--- config.mk ---
export PLATFORM = sky130hd
export DESIGN_NAME = ccp_oneshot_timer
export DESIGN_NICKNAME = d
export VERILOG_FILES = /design/src/rtl/ccpt_pkg.sv /design/src/rtl/ccpt_prescale.sv /design/src/rtl/ccpt_edge_sync.sv /design/src/rtl/ccpt_core.sv /design/src/rtl/ccpt_regs.sv /design/src/rtl/ccp_oneshot_timer.sv
export SDC_FILE = /design/constraint.sdc
export NUM_CORES = 1
export LEC_CHECK = 0
export CORE_MARGIN = 3
export CORE_UTILIZATION = 50
export DETAILED_ROUTE_END_ITERATION = 7
export PLACE_DENSITY = 0.78
export REMOVE_ABC_BUFFERS = 1
export SETUP_SLACK_MARGIN = 0.5
export SYNTH_ARGS = -nofsm -noshare
export SYNTH_HDL_FRONTEND = slang
export SYNTH_SLANG_ARGS = --single-unit
--- constraint.sdc ---
create_clock -name clk_i -period 2.45 [get_ports clk_i]
set_input_delay 0.3675 -clock clk_i [delete_from_list [all_inputs] [get_ports clk_i]]
set_output_delay 0.3675 -clock clk_i [all_outputs]
set_load 0.05 [all_outputs]
--- src/rtl/ccpt_pkg.sv ---
package ccpt_pkg;

   localparam int unsigned ADDR_W = 3;
   localparam int unsigned CTRL_W = 6;
   localparam int unsigned EVT_W  = 3;

   typedef enum logic [ADDR_W-1:0] {
      RA_CTRL  = 3'd0,
      RA_CMPA  = 3'd1,
      RA_CMPB  = 3'd2,
      RA_OUTC  = 3'd3,
      RA_CAPT  = 3'd4,
      RA_COUNT = 3'd5,
      RA_STAT  = 3'd6,
      RA_NONE  = 3'd7
   } reg_addr_e;

   typedef enum logic [1:0] {
      SEL_D1  = 2'd0,
      SEL_DM  = 2'd1,
      SEL_DX  = 2'd2,
      SEL_DX2 = 2'd3
   } div_sel_e;

   // bit 0 run, bits 2:1 rate, bit 3 capture ie, bit 4 cmp A ie, bit 5 cmp B ie
   typedef struct packed {
      logic     ie_b;
      logic     ie_a;
      logic     ie_cap;
      div_sel_e rate;
      logic     run;
   } ctrl_t;

   // status / event vector positions
   localparam int unsigned EV_CAP = 0;
   localparam int unsigned EV_A   = 1;
   localparam int unsigned EV_B   = 2;

endpackage

--- src/rtl/ccpt_prescale.sv ---
module ccpt_prescale #(
   parameter int unsigned DIV_MID = 8,
   parameter int unsigned DIV_MAX = 32
) (
   input  logic               clk_i,
   input  logic               rst_ni,
   input  logic               run_i,
   input  ccpt_pkg::div_sel_e sel_i,
   output logic               tick_o
);
   import ccpt_pkg::*;

   localparam int unsigned PW = $clog2(DIV_MAX);
   localparam logic [PW-1:0] LIM_MID = PW'(DIV_MID - 1);
   localparam logic [PW-1:0] LIM_MAX = PW'(DIV_MAX - 1);

   generate
      if (DIV_MID < 2 || DIV_MAX <= DIV_MID) begin : g_bad_ratio
         $error("ccpt_prescale: need 2 <= DIV_MID < DIV_MAX");
      end
   endgenerate

   logic [PW-1:0] pre_q;
   logic [PW-1:0] lim;
   logic          lap;

   always_comb begin
      case (sel_i)
         SEL_D1:  lim = '0;
         SEL_DM:  lim = LIM_MID;
         default: lim = LIM_MAX;
      endcase
   end

   assign lap    = (pre_q >= lim);
   assign tick_o = run_i & lap;

   always_ff @(posedge clk_i or negedge rst_ni) begin
      if (!rst_ni) begin
         pre_q <= '0;
      end else if (!run_i || lap) begin
         pre_q <= '0;
      end else begin
         pre_q <= pre_q + 1'b1;
      end
   end

endmodule

--- src/rtl/ccpt_edge_sync.sv ---
module ccpt_edge_sync #(
   parameter int unsigned STAGES = 2
) (
   input  logic clk_i,
   input  logic rst_ni,
   input  logic async_i,
   output logic rise_o
);

   generate
      if (STAGES < 2) begin : g_bad_stages
         $error("ccpt_edge_sync: at least two stages required");
      end
   endgenerate

   // sh_q[STAGES] holds the previous synchronized level
   logic [STAGES:0] sh_q;

   for (genvar i = 0; i <= STAGES; i++) begin : g_stage
      if (i == 0) begin : g_head
         always_ff @(posedge clk_i or negedge rst_ni) begin
            if (!rst_ni) sh_q[i] <= 1'b0;
            else         sh_q[i] <= async_i;
         end
      end else begin : g_tail
         always_ff @(posedge clk_i or negedge rst_ni) begin
            if (!rst_ni) sh_q[i] <= 1'b0;
            else         sh_q[i] <= sh_q[i-1];
         end
      end
   end

   assign rise_o = sh_q[STAGES-1] & ~sh_q[STAGES];

endmodule

--- src/rtl/ccpt_core.sv ---
module ccpt_core #(
   parameter int unsigned CNT_W = 16
) (
   input  logic             clk_i,
   input  logic             rst_ni,
   input  logic             tick_i,
   input  logic             run_i,
   input  logic             rise_i,
   input  logic [CNT_W-1:0] cmpa_i,
   input  logic [CNT_W-1:0] cmpb_i,
   input  logic             ie_cap_i,
   input  logic             ie_a_i,
   input  logic             ie_b_i,
   input  logic             oc_we_i,
   input  logic             oc_arm_i,
   input  logic             oc_clr_i,
   output logic [CNT_W-1:0] cnt_o,
   output logic [CNT_W-1:0] cap_o,
   output logic             arm_o,
   output logic             pulse_o,
   output logic             cap_evt_o,
   output logic             match_a_o,
   output logic             match_b_o,
   output logic             irq_cap_o,
   output logic             irq_a_o,
   output logic             irq_b_o
);

   logic [CNT_W-1:0] cnt_q;
   logic [CNT_W-1:0] cap_q;
   logic             adv_q;
   logic             arm_q;
   logic             out_q;
   logic             irq_cap_q;
   logic             irq_a_q;
   logic             irq_b_q;
   logic             hit_any;

   // counter: free running, wraps naturally, never cleared by matches
   always_ff @(posedge clk_i or negedge rst_ni) begin
      if (!rst_ni) begin
         cnt_q <= '0;
         adv_q <= 1'b0;
      end else begin
         cnt_q <= cnt_q + CNT_W'(tick_i);
         adv_q <= tick_i;
      end
   end

   // a match is reported once, in the clock after the step onto the value
   assign match_a_o = adv_q & (cnt_q == cmpa_i);
   assign match_b_o = adv_q & (cnt_q == cmpb_i);
   assign cap_evt_o = rise_i & run_i;
   assign hit_any   = match_a_o | match_b_o;

   always_ff @(posedge clk_i or negedge rst_ni) begin
      if (!rst_ni) begin
         cap_q <= '0;
      end else if (cap_evt_o) begin
         cap_q <= cnt_q;
      end
   end

   // arming: the B match disarms and wins over a coincident write
   always_ff @(posedge clk_i or negedge rst_ni) begin
      if (!rst_ni) begin
         arm_q <= 1'b0;
      end else if (arm_q && match_b_o) begin
         arm_q <= 1'b0;
      end else if (oc_we_i) begin
         arm_q <= oc_arm_i;
      end
   end

   // output flop: forced clear has priority over a toggle
   always_ff @(posedge clk_i or negedge rst_ni) begin
      if (!rst_ni) begin
         out_q <= 1'b0;
      end else if (oc_we_i && oc_clr_i) begin
         out_q <= 1'b0;
      end else if (arm_q && hit_any) begin
         out_q <= ~out_q;
      end
   end

   always_ff @(posedge clk_i or negedge rst_ni) begin
      if (!rst_ni) begin
         irq_cap_q <= 1'b0;
         irq_a_q   <= 1'b0;
         irq_b_q   <= 1'b0;
      end else begin
         irq_cap_q <= cap_evt_o & ie_cap_i;
         irq_a_q   <= match_a_o & ie_a_i;
         irq_b_q   <= match_b_o & ie_b_i;
      end
   end

   assign cnt_o     = cnt_q;
   assign cap_o     = cap_q;
   assign arm_o     = arm_q;
   assign pulse_o   = out_q;
   assign irq_cap_o = irq_cap_q;
   assign irq_a_o   = irq_a_q;
   assign irq_b_o   = irq_b_q;

endmodule

--- src/rtl/ccpt_regs.sv ---
module ccpt_regs #(
   parameter int unsigned CNT_W = 16
) (
   input  logic                          clk_i,
   input  logic                          rst_ni,
   input  logic                          wr_en_i,
   input  logic [ccpt_pkg::ADDR_W-1:0]   addr_i,
   input  logic [CNT_W-1:0]              wdata_i,
   output logic [CNT_W-1:0]              rdata_o,
   input  logic [CNT_W-1:0]              cnt_i,
   input  logic [CNT_W-1:0]              cap_i,
   input  logic                          arm_i,
   input  logic                          pulse_i,
   input  logic [ccpt_pkg::EVT_W-1:0]    evt_i,
   output ccpt_pkg::ctrl_t               ctrl_o,
   output logic [CNT_W-1:0]              cmpa_o,
   output logic [CNT_W-1:0]              cmpb_o,
   output logic                          oc_we_o,
   output logic                          oc_arm_o,
   output logic                          oc_clr_o,
   output logic [ccpt_pkg::EVT_W-1:0]    stat_o
);
   import ccpt_pkg::*;

   generate
      if (CNT_W < CTRL_W) begin : g_bad_width
         $error("ccpt_regs: CNT_W must hold the control fields");
      end
   endgenerate

   ctrl_t            ctrl_q;
   logic [CNT_W-1:0] cmpa_q;
   logic [CNT_W-1:0] cmpb_q;
   logic [EVT_W-1:0] stat_q;
   logic [EVT_W-1:0] w1c;
   reg_addr_e        sel;

   assign sel = reg_addr_e'(addr_i);

   always_ff @(posedge clk_i or negedge rst_ni) begin
      if (!rst_ni) begin
         ctrl_q <= '0;
         cmpa_q <= '0;
         cmpb_q <= '0;
      end else if (wr_en_i) begin
         case (sel)
            RA_CTRL: ctrl_q <= ctrl_t'(wdata_i[CTRL_W-1:0]);
            RA_CMPA: cmpa_q <= wdata_i;
            RA_CMPB: cmpb_q <= wdata_i;
            default: ;
         endcase
      end
   end

   assign w1c = (wr_en_i && sel == RA_STAT) ? wdata_i[EVT_W-1:0] : '0;

   // an event in the same clock as a clear keeps the flag set
   always_ff @(posedge clk_i or negedge rst_ni) begin
      if (!rst_ni) stat_q <= '0;
      else         stat_q <= (stat_q & ~w1c) | evt_i;
   end

   always_comb begin
      case (sel)
         RA_CTRL:  rdata_o = CNT_W'(ctrl_q);
         RA_CMPA:  rdata_o = cmpa_q;
         RA_CMPB:  rdata_o = cmpb_q;
         RA_OUTC:  rdata_o = CNT_W'({pulse_i, arm_i});
         RA_CAPT:  rdata_o = cap_i;
         RA_COUNT: rdata_o = cnt_i;
         RA_STAT:  rdata_o = CNT_W'(stat_q);
         default:  rdata_o = '0;
      endcase
   end

   assign oc_we_o  = wr_en_i && (sel == RA_OUTC);
   assign oc_arm_o = wdata_i[0];
   assign oc_clr_o = wdata_i[1];
   assign ctrl_o   = ctrl_q;
   assign cmpa_o   = cmpa_q;
   assign cmpb_o   = cmpb_q;
   assign stat_o   = stat_q;

endmodule

--- src/rtl/ccp_oneshot_timer.sv ---
module ccp_oneshot_timer #(
   parameter int unsigned CNT_W       = 16,
   parameter int unsigned DIV_MID     = 8,
   parameter int unsigned DIV_MAX     = 32,
   parameter int unsigned SYNC_STAGES = 2
) (
   input  logic             clk_i,
   input  logic             rst_ni,
   input  logic             wr_en_i,
   input  logic [2:0]       addr_i,
   input  logic [CNT_W-1:0] wdata_i,
   output logic [CNT_W-1:0] rdata_o,
   input  logic             trig_i,
   output logic             pulse_o,
   output logic             irq_cap_o,
   output logic             irq_cmpa_o,
   output logic             irq_cmpb_o
);
   import ccpt_pkg::*;

   ctrl_t            ctrl_w;
   logic             tick_w;
   logic             rise_w;
   logic [CNT_W-1:0] cnt_w;
   logic [CNT_W-1:0] cap_w;
   logic [CNT_W-1:0] cmpa_w;
   logic [CNT_W-1:0] cmpb_w;
   logic             arm_w;
   logic             cap_evt_w;
   logic             match_a_w;
   logic             match_b_w;
   logic             oc_we_w;
   logic             oc_arm_w;
   logic             oc_clr_w;
   logic [EVT_W-1:0] evt_w;
   logic [EVT_W-1:0] stat_w;

   assign evt_w = {match_b_w, match_a_w, cap_evt_w};

   ccpt_prescale #(
      .DIV_MID (DIV_MID),
      .DIV_MAX (DIV_MAX)
   ) u_pre (
      .clk_i  (clk_i),
      .rst_ni (rst_ni),
      .run_i  (ctrl_w.run),
      .sel_i  (ctrl_w.rate),
      .tick_o (tick_w)
   );

   ccpt_edge_sync #(
      .STAGES (SYNC_STAGES)
   ) u_sync (
      .clk_i   (clk_i),
      .rst_ni  (rst_ni),
      .async_i (trig_i),
      .rise_o  (rise_w)
   );

   ccpt_core #(
      .CNT_W (CNT_W)
   ) u_core (
      .clk_i     (clk_i),
      .rst_ni    (rst_ni),
      .tick_i    (tick_w),
      .run_i     (ctrl_w.run),
      .rise_i    (rise_w),
      .cmpa_i    (cmpa_w),
      .cmpb_i    (cmpb_w),
      .ie_cap_i  (ctrl_w.ie_cap),
      .ie_a_i    (ctrl_w.ie_a),
      .ie_b_i    (ctrl_w.ie_b),
      .oc_we_i   (oc_we_w),
      .oc_arm_i  (oc_arm_w),
      .oc_clr_i  (oc_clr_w),
      .cnt_o     (cnt_w),
      .cap_o     (cap_w),
      .arm_o     (arm_w),
      .pulse_o   (pulse_o),
      .cap_evt_o (cap_evt_w),
      .match_a_o (match_a_w),
      .match_b_o (match_b_w),
      .irq_cap_o (irq_cap_o),
      .irq_a_o   (irq_cmpa_o),
      .irq_b_o   (irq_cmpb_o)
   );

   ccpt_regs #(
      .CNT_W (CNT_W)
   ) u_regs (
      .clk_i    (clk_i),
      .rst_ni   (rst_ni),
      .wr_en_i  (wr_en_i),
      .addr_i   (addr_i),
      .wdata_i  (wdata_i),
      .rdata_o  (rdata_o),
      .cnt_i    (cnt_w),
      .cap_i    (cap_w),
      .arm_i    (arm_w),
      .pulse_i  (pulse_o),
      .evt_i    (evt_w),
      .ctrl_o   (ctrl_w),
      .cmpa_o   (cmpa_w),
      .cmpb_o   (cmpb_w),
      .oc_we_o  (oc_we_w),
      .oc_arm_o (oc_arm_w),
      .oc_clr_o (oc_clr_w),
      .stat_o   (stat_w)
   );

endmodule

---- Word level (Yosys, flattened, before mapping) ----
Index checks and enable logic that the tools add are counted.
W data, S select, Z words.
word-level totals
  logic and storage cells ................. 68
  bits of input ports ..................... 23
  bits in registers ....................... 87
cells by class
  equal/unequal tests ..................... 9
  bitwise operators ....................... 14
  reduce and logical (&&, ||, !) cells .... 14
  order comparisons ....................... 1
  multiplexer cells ....................... 8
  $add $sub $neg .......................... 2
operator list
  operator               number
  $pmux W16 S7           1
  $eq A16 B16 Y1         2
  $add A16 B1 Y16        1
  $pmux W5 S2            1
  $eq A3 B3 Y1 const B   3
  $and A1 B1 Y1          8
  $eq A3 B2 Y1 const B   2
  $reduce_and A2 Y1      3
  $add A5 B1 Y5 const B  1
  $ge A5 B5 Y1           1
  $logic_and A1 B1 Y1    5
  $mux W5                1
  $mux W1                4
  $reduce_bool A2 Y1     2
  $and A3 B3 Y3          1
  $eq A3 B1 Y1 const B   1
  $logic_not A3 Y1       1
  $mux W3                1
  $not A3 Y3             1
  $or A3 B3 Y3           1
  $eq A2 B1 Y1 const B   1
  $logic_not A2 Y1       1
  $not A1 Y1             2
  $logic_not A1 Y1       1
  other kinds (2)        2

---- Logic depth before layout (Yosys ltp) ----
  depth after elaboration ................. 6
  depth in mapped cells ................... 14
  depth with buffers taken out ............ 14

---- Cells and area by module ----
A second synthesis with hierarchy kept.
unflattened totals
  cell total of the unflattened synthesis .. 397
  area total of the unflattened synthesis .. 4648.2 µm²
modules (own cells, without submodules)
  module          cells an instance  instances  area each (µm²)
  ccpt_regs       180                1          2200.9
  ccpt_core       175                1          1995.7
  ccpt_prescale   38                 1          362.8
  ccpt_edge_sync  4                  1          88.8

---- Least setup slack after synthesis ----
Ideal clock, no wire load.
  path type ............................... input port to output port
  from .................................... in addr_i[2]
  to ...................................... out rdata_o[10]
  path buffers ............................ 3
  stages .................................. 5
  slack ................................... -0.281 ns
  arrival ................................. 2.363 ns
  path through ............................ buf_2 > buf_1 > clkbuf_1 > a22oi_1 > o21ai_0
on the way
  word-level cells in the longest chain between the ends .. 2
  elaborated cells between the ends (all ways) .. 8
RTL lines
  item                                        RTL line                 text
  start, declared                             ccp_oneshot_timer.sv:10  input logic [2:0] addr_i,
  $eq A3 B3 Y1, or another cell as far along  ccpt_regs.sv:64          case (sel)
  $pmux W16 S7 *                              ccpt_regs.sv:64
  end, declared                               ccp_oneshot_timer.sv:12  output logic [CNT_W-1:0] rdata_o,
Mark *: on every way between the ends. The rest lies on a longest branch, timed or not.

---- Worst setup path in the final report ----
  from .................................... reg u_regs.ctrl_q (netlist bit u_regs.ctrl_o[2])
  to ...................................... reg u_core.cnt_q[13] (netlist: u_core.cnt_o[13])
on the way
  word-level cells in the longest chain between the ends .. 5
  elaborated cells between the ends (all ways) .. 6
RTL lines
  item                                              RTL line                 text
  start, declared                                   ccpt_regs.sv:31          ctrl_t ctrl_q;
  start signal, assigned                            ccpt_regs.sv:47          RA_CTRL: ctrl_q <= ctrl_t'(wdata_i[CTRL_W-1:0]);
  $eq A2 B1 Y1 or $logic_not A2 Y1 (tied branches)  ccpt_prescale.sv:28      case (sel_i)
  $pmux W5 S2 *                                     ccpt_prescale.sv:28
  $ge A5 B5 Y1 *                                    ccpt_prescale.sv:35      assign lap = (pre_q >= lim);
  $and A1 B1 Y1 *                                   ccpt_prescale.sv:36      assign tick_o = run_i & lap;
  via tick_w                                        ccp_oneshot_timer.sv:22  logic tick_w;
  $add A16 B1 Y16 *                                 ccpt_core.sv:45          cnt_q <= cnt_q + CNT_W'(tick_i);
  end signal, assigned                              ccpt_core.sv:45
  end, declared                                     ccpt_core.sv:29          logic [CNT_W-1:0] cnt_q;
Mark *: on every way through the listed nets, which the timed path passes. The rest lies on a longest branch.
A chain may end at the register's enable or synchronous reset.

==> results.tsv <==
metric	value	unit
Post-Syn Area per Cell	11.7	um^2
internal power	2700	uW
fin crit period	2.61	ns
fill cell count	532	
Max Freq	384	MHz
vias per cell	5.90	
gpl congestion	0.859	
Max IR drop VDD	400	uV
initial core utilization	52.1	%
clock share of power	23.0	%
flop2flop setup slack	-0.16	ns
NetSw	1430	uW
DP HPWL	7760	um
Num CTS Buffers	9	
maximum fanout along the worst path	3	
Slew Limit Headroom	66.8	%
Slowest Stage Delay on Critical Path	0.41	ns
placed cell area	5420	um^2
global route overflow	0	
drt pass-1 iters	5	
beginning of the critical path	u_regs.ctrl_o[2]	
Initial DRC Count	311	
Synth-to-Final Area Change	37.4	%
# DRC	0	
sequential area share after synthesis	47.5	%
Final Core Density	71.6	%
Syn Std Cell Area	4590	um^2
final setup fails	13	
Synth area leader	dfrtp_1	
Required @ worst endpoint	2.69	ns
TritonCTS clock tree	yes	
violated checks	negative setup slack	
Wirelength per Cell	21.5	um
Net Sw Frac	34.6	%
r2r startpoint	u_regs.ctrl_o[2]	
number of global-route vias before repair	3668	
worst-path cell chain	nor2_2 -> inv_1 -> ha_1 -> nand2b_4 -> a221oi_2 -> o21bai_1 -> a21oi_2 -> nor2b_1 -> ha_2 -> and3_4 -> nand2_4 -> nor2_4 -> nand3_2 -> xnor2_2	
post-route ant nets	0	
Power Density	654	nW/um^2
Global Route Usage Sum	23.8	%
Post-synth top cells	dfrtp_1 (87), mux2_2 (68), nand2_1 (32)	
io pins	43	
Final WS setup	-0.156	ns
die footprint	10400	um^2
Max Clock Skew	0.0146	ns
sequential share of power	45.3	%
Worst Hold Class	reg -> reg	
die extent in y	102	um
CP Launch Type	register	
Fin. Hold Viols	0	
Total Neg Setup Slack	-1.07	ns
most common cell in the netlist	dfrtp_1	
CTS Buffer Depth	2	
RSZ-0062 raised after global routing	yes	
Synth Flop Type	dfrtp_1	
Worst Setup EP	u_core.cnt_o[13]	
H-tree lvl count	3	
design area	6300	um^2
# rows	34	
final net count	529	
share of total power in combinational logic	31.7	%
Synth async-reset ratio	100	%
type of the worst setup path	reg -> reg	
maxcap violations	0	
worst-margin pin slew	0.498	ns
Lkg Pwr	0.00292	uW
Slew Limit Fails	0	
global-route wire length before repair	18900	um
status	complete, but fails checks	
CP endpoint kind	register	
Worst EP arrival	2.84	ns
Clk pin slew, worst setup/hold paths	0.09	ns
Synth area leaders	dfrtp_1 (47%), mux2_2 (17%), xor2_1 (4.8%)	
drt total wl	13200	um
Worst path slowest cell	dfrtp_1	
number of synthesized register bits	87	
terminus of the critical flop-to-flop path	u_core.cnt_o[13]	
port buffer count	42	
worst reg2reg path depth	14	
core area	8810	um^2
clk_lat worst skew	0.36	ns
Vias	3609	
largest net degree at the start of global routing	53	
Tcrit/Tclk final	106	%
initial antenna violation count	0	
Sink Count	87	
distinct cell type count of the synthesized netlist	45	
layout cell share with drive strength beyond 1	54.0	%
# diodes	0	
Die W	102	um
Post-synth EDFFs	0	
root buf cell	clkbuf_8	
Synth warnings	0	
top-area cell type share of the netlist area	47.5	%
Gate Count Post-Synth	391	
[layer usage]
metal,share of wire [%],global-route usage (%)
met1,39,30.8
met2,50,40.1
met3,6.4,4.27
met4,4.1,8.90
met5,0,0
[sequential cells by signal, summed over array words and instances, names as in the netlist, 3 cells and up]
signal	flops
u_core.cap_o	16
u_core.cnt_o	16
u_pre.pre_q	5
u_regs.cmpa_o	16
u_regs.cmpb_o	16
u_regs.ctrl_o	6
u_regs.stat_o	3
u_sync.sh_q	3
[critical path, delay by kind of cell, from the launching register on]
family / cells / cell delay, ns
flip-flops: 1 / 0.41
AND/OR/NAND/NOR: 7 / 0.96
buffers and inverters: 1 / 0.07
adder cells (fa/ha/maj): 2 / 0.53
AO/OA/AOI/OAI: 3 / 0.34
XOR/XNOR: 1 / 0.16
[power by group through the flow]
stage                     registers (uW)  logic (uW)  clock network, uW
after global placement              1850        1030                  0
final                               1870        1310                949
after floorplan                     1820         624                  0
after detailed placement            1870        1050                  0
after CTS                           1840        1160                953
after global routing                1900        1380               1020
[how the worst min path moves through the flow]
stage | startpoint | endpoint | slack [ns] | cells after the start
2_1_floorplan | rst_ni | u_core.adv_q | 0.07 | 0
3_3_place_gp | u_sync.sh_q[0] | u_sync.sh_q[1] | 0.33 | 0
3_5_place_dp | u_sync.sh_q[0] | u_sync.sh_q[1] | 0.34 | 0
4_1_cts | u_sync.sh_q[0] | u_sync.sh_q[1] | 0.37 | 0
5_1_grt | u_sync.sh_q[0] | u_sync.sh_q[1] | 0.38 | 0
6_report | u_sync.sh_q[0] | u_sync.sh_q[1] | 0.36 | 0
[what timing repair did]
action	4_1_cts	5_1_grt
endpoints found under the setup margin	72	41
resized for setup	72	58
pin swaps	19	17
hold endpoints to repair	35	0
hold buffers	1	0
buffers inserted	23	18
gates cloned	0	0
[through the flow]
step / worst slack (ns) / power, uW / cells / hold WS, ns
floorplan: -0.0634 / 2450 / 365 / 0.0719
global placement: -0.0538 / 2880 / 554 / 0.335
detailed placement: -0.107 / 2920 / 554 / 0.343
CTS: 0.0813 / 3950 / 594 / 0.365
global route: -0.243 / 4300 / 612 / 0.377
finish: -0.156 / 4120 / 612 / 0.361
[cells by family after synthesis]
family                   after synthesis  share of synthesized area [%]
AND/OR/NAND/NOR                       95                           11.8
flip-flops                            87                           47.5
multiplexers                          73                           18.6
XOR/XNOR                              49                           9.36
AO/OA/AOI/OAI                         46                           6.66
buffers and inverters                 34                           4.20
adder cells (fa/ha/maj)                7                           1.91
[placed cells by master, fill, tap and decap left out, types with 4 or more instances in the layout]
cell type and count:
a22oi_1 4, a22oi_2 11, buf_12 15, buf_4 69
buf_6 11, clkbuf_8 10, clkdlybuf4s50_1 21, clkinvlp_4 4
dfrtp_1 74, dfrtp_2 13, ha_1 5, inv_1 7
mux2_2 59, mux2_4 9, nand2_1 27, nand2_4 4
nand3_1 8, nor2_1 10, nor2_2 6, nor4_4 4
o21ai_1 7, o21ai_2 7, xnor2_1 20, xnor2_2 4
xor2_1 23
[final cells by class]
class / instances / area, um^2 / area share (%)
clock inverters: 6 / 43.8 / 0.695
multi-input cells: 270 / 2540 / 40.4
well taps: 108 / 135 / 2.14
clock buffers: 10 / 138 / 2.18
inverters: 8 / 30.0 / 0.476
repair buffers: 123 / 1220 / 19.4
flip-flops and latches: 87 / 2190 / 34.8
Note: power is estimated with default switching activity, not from simulation.
